<file path="src/rtl/owb_step_pkg.sv">
package owb_step_pkg;
  typedef enum logic [2:0] {
    PH_IDLE   = 3'd0,
    PH_RD_ID  = 3'd1,
    PH_RD_CMP = 3'd2,
    PH_WRITE  = 3'd3,
    PH_HOLD   = 3'd4
  } phase_t;

  localparam int unsigned RES_BITS = 3;
  localparam logic [RES_BITS-1:0] RES_NO_RESP = 3'b011;
endpackage

</file>
<file path="src/rtl/owb_step_timer.sv">
module owb_step_timer #(
  parameter int unsigned LIMIT = 4096
) (
  input  logic clk,
  input  logic rst_n,
  input  logic restart,
  input  logic run,
  output logic expired
);
  localparam int unsigned CW = $clog2(LIMIT + 1);
  logic [CW-1:0] cnt_q;

  assign expired = (cnt_q == CW'(LIMIT - 1));

  always_ff @(posedge clk) begin
    if (!rst_n)              cnt_q <= '0;
    else if (restart)        cnt_q <= '0;
    else if (run && !expired) cnt_q <= cnt_q + 1'b1;
  end
endmodule

</file>
<file path="src/rtl/owb_branch_pick.sv">
module owb_branch_pick
  import owb_step_pkg::*;
(
  input  logic                id_bit,
  input  logic                cmp_bit,
  input  logic                dir_pref,
  output logic                no_resp,
  output logic                dir_take,
  output logic [RES_BITS-1:0] code
);
  always_comb begin
    no_resp  = id_bit & cmp_bit;
    dir_take = (id_bit == cmp_bit) ? dir_pref : id_bit;
    if (no_resp) code = RES_NO_RESP;
    else         code = {dir_take, cmp_bit, id_bit};
  end
endmodule

</file>
<file path="src/rtl/owb_result_slot.sv">
module owb_result_slot
  import owb_step_pkg::*;
(
  input  logic                clk,
  input  logic                rst_n,
  input  logic                load,
  input  logic [RES_BITS-1:0] load_code,
  input  logic                load_err,
  input  logic                ready,
  output logic                valid,
  output logic [RES_BITS-1:0] code,
  output logic                err
);
  always_ff @(posedge clk) begin
    if (!rst_n) begin
      valid <= 1'b0;
      code  <= '0;
      err   <= 1'b0;
    end else if (load) begin
      valid <= 1'b1;
      code  <= load_code;
      err   <= load_err;
    end else if (valid && ready) begin
      valid <= 1'b0;
    end
  end
endmodule

</file>
<file path="src/rtl/owb_search_step.sv">
module owb_search_step
  import owb_step_pkg::*;
#(
  parameter int unsigned TO_CYCLES = 4096
) (
  input  logic       clk,
  input  logic       rst_n,
  input  logic       start,
  input  logic       dir_req,
  output logic       busy,
  output logic       slot_req,
  output logic       slot_write,
  output logic       slot_wbit,
  input  logic       slot_done,
  input  logic       slot_rbit,
  output logic       res_valid,
  input  logic       res_ready,
  output logic [2:0] result,
  output logic       res_err
);
  phase_t ph_q, ph_d;
  logic dir_q, id_q;
  logic [RES_BITS-1:0] pend_q;

  logic launch, launch_wr, wbit_d;
  logic in_slot, tmo;
  logic ld, ld_err;
  logic [RES_BITS-1:0] ld_code;
  logic pick_none, pick_dir;
  logic [RES_BITS-1:0] pick_code;

  assign in_slot = (ph_q == PH_RD_ID) || (ph_q == PH_RD_CMP) || (ph_q == PH_WRITE);
  assign busy    = (ph_q != PH_IDLE);

  owb_branch_pick u_pick (
    .id_bit   (id_q),
    .cmp_bit  (slot_rbit),
    .dir_pref (dir_q),
    .no_resp  (pick_none),
    .dir_take (pick_dir),
    .code     (pick_code)
  );

  owb_step_timer #(.LIMIT(TO_CYCLES)) u_tmr (
    .clk     (clk),
    .rst_n   (rst_n),
    .restart (launch),
    .run     (in_slot),
    .expired (tmo)
  );

  always_comb begin
    ph_d      = ph_q;
    launch    = 1'b0;
    launch_wr = 1'b0;
    wbit_d    = 1'b0;
    ld        = 1'b0;
    ld_err    = 1'b0;
    ld_code   = pend_q;
    unique case (ph_q)
      PH_IDLE: begin
        if (start) begin
          ph_d   = PH_RD_ID;
          launch = 1'b1;
        end
      end
      PH_RD_ID: begin
        if (slot_done) begin
          ph_d   = PH_RD_CMP;
          launch = 1'b1;
        end else if (tmo) begin
          ld = 1'b1; ld_err = 1'b1; ld_code = RES_NO_RESP; ph_d = PH_HOLD;
        end
      end
      PH_RD_CMP: begin
        if (slot_done) begin
          if (pick_none) begin
            ld      = 1'b1;
            ld_code = pick_code;
            ph_d    = PH_HOLD;
          end else begin
            ph_d      = PH_WRITE;
            launch    = 1'b1;
            launch_wr = 1'b1;
            wbit_d    = pick_dir;
          end
        end else if (tmo) begin
          ld = 1'b1; ld_err = 1'b1; ld_code = RES_NO_RESP; ph_d = PH_HOLD;
        end
      end
      PH_WRITE: begin
        if (slot_done) begin
          ld      = 1'b1;
          ld_code = pend_q;
          ph_d    = PH_HOLD;
        end else if (tmo) begin
          ld = 1'b1; ld_err = 1'b1; ld_code = RES_NO_RESP; ph_d = PH_HOLD;
        end
      end
      PH_HOLD: begin
        if (res_ready) ph_d = PH_IDLE;
      end
      default: ph_d = PH_IDLE;
    endcase
  end

  always_ff @(posedge clk) begin
    if (!rst_n) begin
      ph_q       <= PH_IDLE;
      slot_req   <= 1'b0;
      slot_write <= 1'b0;
      slot_wbit  <= 1'b0;
      dir_q      <= 1'b0;
      id_q       <= 1'b0;
      pend_q     <= '0;
    end else begin
      ph_q     <= ph_d;
      slot_req <= launch;
      if (launch) begin
        slot_write <= launch_wr;
        slot_wbit  <= wbit_d;
      end
      if (ph_q == PH_IDLE && start)      dir_q  <= dir_req;
      if (ph_q == PH_RD_ID && slot_done) id_q   <= slot_rbit;
      if (ph_q == PH_RD_CMP && slot_done) pend_q <= pick_code;
    end
  end

  owb_result_slot u_res (
    .clk       (clk),
    .rst_n     (rst_n),
    .load      (ld),
    .load_code (ld_code),
    .load_err  (ld_err),
    .ready     (res_ready),
    .valid     (res_valid),
    .code      (result),
    .err       (res_err)
  );
endmodule

</file>
<file path="config.mk">
export PLATFORM = sky130hd
export DESIGN_NAME = owb_search_step
export DESIGN_NICKNAME = d
export VERILOG_FILES = /design/src/rtl/owb_step_pkg.sv /design/src/rtl/owb_step_timer.sv /design/src/rtl/owb_branch_pick.sv /design/src/rtl/owb_result_slot.sv /design/src/rtl/owb_search_step.sv
export SDC_FILE = /design/constraint.sdc
export NUM_CORES = 1
export LEC_CHECK = 0
export ABC_AREA = 1
export BUFFER_PORTS_ARGS = -buffer_cell sky130_fd_sc_hd__buf_2
export CORE_ASPECT_RATIO = 1.2
export CORE_MARGIN = 2
export CORE_UTILIZATION = 30
export CTS_BUF_LIST = sky130_fd_sc_hd__clkbuf_8 sky130_fd_sc_hd__clkbuf_16
export DETAILED_ROUTE_END_ITERATION = 12
export PLACE_DENSITY_LB_ADDON = 0.1
export REMOVE_ABC_BUFFERS = 1
export SLEW_MARGIN = 20
export SYNTH_ARGS = -nofsm -noshare
export SYNTH_HDL_FRONTEND = slang
export SYNTH_SLANG_ARGS = --single-unit
</file>
<file path="constraint.sdc">
create_clock -name clk -period 1.6 [get_ports clk]
set_clock_uncertainty 0.05 [all_clocks]
set_input_delay 0.48 -clock clk [delete_from_list [all_inputs] [get_ports clk]]
set_output_delay 0.48 -clock clk [all_outputs]
set_load 0.01 [all_outputs]
</file>
==> results by group <==
Outcome
  • Result of the run: finished, final reports clean

GRT
  • Number of global-route vias before repair: 1490
  • Maximum number of pins on one net before global-route repair: 12
  • Antenna violations before repair: 0
  • Global-route wire length before repair: 6440 µm
  • Global-route total usage across every layer: 13.9%
  • Total gr overflow: 0

Power and ir drop
  • Total power per unit cell area: 1010 nW/µm²
  • Total chip power: 2.08 mW
  • Worst IR drop on VDD: 0.579 mV
  • Static leakage: 0.867 nW

Worst setup path
  • Worst setup slack for register-to-register paths: 90 ps
  • Top fanout value on the critical path: 4
  • CP required: 1070 ps
  • RR Startpoint: u_tmr.cnt_q[0]$_SDFFE_PP0P_
  • Timing startpoint of the critical path: ph_q[1]$_SDFFE_PN0P_
  • CP max-delay cell: dfxtp_2
  • Depth of the worst register-to-register path: 7
  • Peak per-stage delay on the critical path: 350 ps
  • Crit Path Category: register to primary output
  • Arrival time at the worst endpoint: 990 ps
  • Critical Path Sink: busy
  • Type of origin of the critical path: register
  • R2R Path End: u_tmr.cnt_q[12]$_SDFFE_PP0P_
  • Category of the worst setup path capture point: primary output
  • Chain of cells forming the critical path: nor2_4, nand2_1, buf_2

Clocking
  • Buffers from clock root to sink, at most: 2
  • Root Buffer Master: clkbuf_8
  • H-Tree Level Count: 2
  • CTS tree: done
  • Register clock-pin slew on the reported worst setup and hold paths: 70 ps
  • Number of buffers added by the clock tree synthesis step: 5
  • Cts-stage hold buffer count: 0
  • Clock insertion delay at the later pin of the skew report: 280 ps
  • TritonCTS sink count: 29

STA
  • Number of endpoints failing setup at the final stage: 0
  • Highest clock rate: 660 MHz
  • Final Slew Violations: 0
  • Tmin final: 1520 ps
  • Sum of negative setup slack: 0 ps
  • Number of hold violations in the final report: 0
  • Worst-margin pin slew: 377 ps
  • Period utilization: 94.7%
  • Tightest slew margin relative to the limit: 74.8%

Route
  • Per-cell routed wire length: 11.6 µm
  • Vias: 1479
  • Post-route antenna net violation count: 0
  • Number of DRC markers after the initial detailed-route iteration: 68
  • Via density per instance: 4.51
  • Residual DRC: 0
  • Detailed-route wire length: 3800 µm
  • DR pass1 iterations: 4

Worst hold path
  • Worst Hold Launch: dir_q$_SDFFE_PN0P_
  • Type of the tightest min-delay check: register to register
  • Number of cells traversed by the worst hold path: 2

Cells and area
  • Total Nets Final: 274
  • Most frequent standard cell in the layout excluding fill and tap cells: nand2_1
  • Commonest cells after routing, fill and taps aside: nand2_1 (61), inv_1 (29), dfxtp_1 (24)
  • Syn-to-layout area delta: 29.3%
  • Number of diodes added for antenna fixing: 0
  • Share of post-route cells with drive strength above 1: 32.3%

Floorplanning
  • Core outline area: 5190 µm²
  • Overall die area: 5900 µm²
  • Boundary Pins: 16
  • Height of the die: 83.7 µm
  • Starting density of the core: 30.6%
  • Width of the die: 70.4 µm
  • Cell Rows: 29

Synthesis
  • Number of register bits inferred by synthesis: 29
  • Sequential share of the synthesized area: 36.5%
  • Post-synth cell types: 28
  • Number of synthesis warnings: 0
  • Synthesized cell area: 1590 µm²
  • Post-synthesis cell count: 225
  • Mean cell area of the mapped netlist: 7.06 µm²

Placement
  • Last weighted congestion value of the routability-driven placer: 0.890
  • Total half-perimeter wirelength after legalization and detailed placement: 2840 µm
  • Port Buffers: 15

Job
  • Max Cap Viol: 0
==> per-layer routing <==
layer | GRT usage [%] | part of all wire (%) | vias to the layer above
met3 | 3.50 | 2.6 | 13
met4 | 8.57 | 4.0 | 0
met5 | 0 | 0 | -
met1 | 14.4 | 42 | 654
li1 | - | - | 792
met2 | 24.4 | 51 | 20
==> kinds of logic after synthesis <==
logic type / synth area share (%)
simple gates: 35.7
buf+inv: 9.92
compound gates: 12.4
flops: 36.5
xor+xnor: 3.86
fa+ha+maj: 1.57
==> metrics by stage <==
stage / std cells / setup slack [ps] / hold slack, ps / cell area, µm² / utilization (%)
after CTS: 324 / 6.63 / 398 / 1980 / 38.1
final: 328 / 84.1 / 393 / 2050 / 39.6
after global placement: 316 / -40.8 / 386 / 1860 / 35.8
after floorplan: 221 / -3.83 / 373 / 1560 / -
after detailed placement: 316 / -59.7 / 387 / 1860 / 35.8
after global routing: 328 / -33.8 / 432 / 2050 / 39.6
==> worst min-delay path by stage <==
stage / endpoint / slack (ps)
after floorplan: dir_q$_SDFFE_PN0P_ / 370
after global placement: dir_q$_SDFFE_PN0P_ / 390
after detailed placement: dir_q$_SDFFE_PN0P_ / 390
after CTS: dir_q$_SDFFE_PN0P_ / 400
after global routing: u_res.valid$_SDFFE_PN0P_ / 430
final: dir_q$_SDFFE_PN0P_ / 390
==> report_power, final <==
| group | switching, mW | leakage [nW] | internal (mW) |
|---|---|---|---|
| Clock | 0.290 | 0.0626 | 0.501 |
| Sequential | 0.0304 | 0.238 | 0.762 |
| Combinational | 0.296 | 0.567 | 0.198 |
| Total | 0.617 | 0.867 | 1.46 |
==> synthesized netlist by cell type <==
master / number / area (µm²)
buf_6: 2 / 22.5
nor2_1: 18 / 67.6
nor2_2: 3 / 18.8
buf_2: 1 / 5.00
nand2_1: 64 / 240
ha_1: 2 / 25.0
inv_2: 2 / 7.51
a21oi_1: 12 / 60.1
nand3_4: 1 / 17.5
xnor2_1: 4 / 35.0
nand3_1: 13 / 65.1
inv_1: 29 / 109
o22ai_1: 1 / 6.26
nand3_2: 1 / 10.0
clkbuf_2: 1 / 5.00
nand4_1: 6 / 37.5
nor2_4: 4 / 45.0
nor3_2: 1 / 10.0
clkinv_1: 1 / 3.75
o21ai_0: 7 / 35.0
a221oi_1: 2 / 17.5
xor2_1: 3 / 26.3
dfxtp_1: 29 / 581
clkinv_2: 1 / 5.00
o21ai_2: 1 / 8.76
nand2_4: 1 / 11.3
a21oi_2: 8 / 70.1
nand2_2: 7 / 43.8
==> state kept, by name, summed over array words and instances (netlist names) <==
| name | flops |
|---|---|
| u_tmr.cnt_q | 13 |
| pend_q | 3 |
| ph_q | 3 |
| u_res.code | 3 |
| dir_q | 1 |
| id_q | 1 |
| slot_req | 1 |
| slot_wbit | 1 |
| slot_write | 1 |
| u_res.err | 1 |
| u_res.valid | 1 |
==> worst max-delay path, delay by kind of cell (launching register included) <==
kind | cells | cell delay (ps)
buffers and inverters | 1 | 140
AND/OR/NAND/NOR | 2 | 220
flip-flops | 1 | 350
==> repair_timing <==
item	4_1_cts	5_1_grt
setup endpoints to repair	1	14
gates resized for setup	2	15
cloned	0	1
buffers inserted	0	3
pin swaps	0	4
==> layout make-up <==
type,instances,area (µm²)
well taps,62,77.6
clock buffers,6,82.6
fillers,555,3130
repair inverters,1,7.51
inverters,33,129
flip-flops and latches,29,587
repair buffers,36,249
clock inverters,2,33.8
multi-input cells,159,888
No activity file was read; power rests on OpenSTA's default activity.
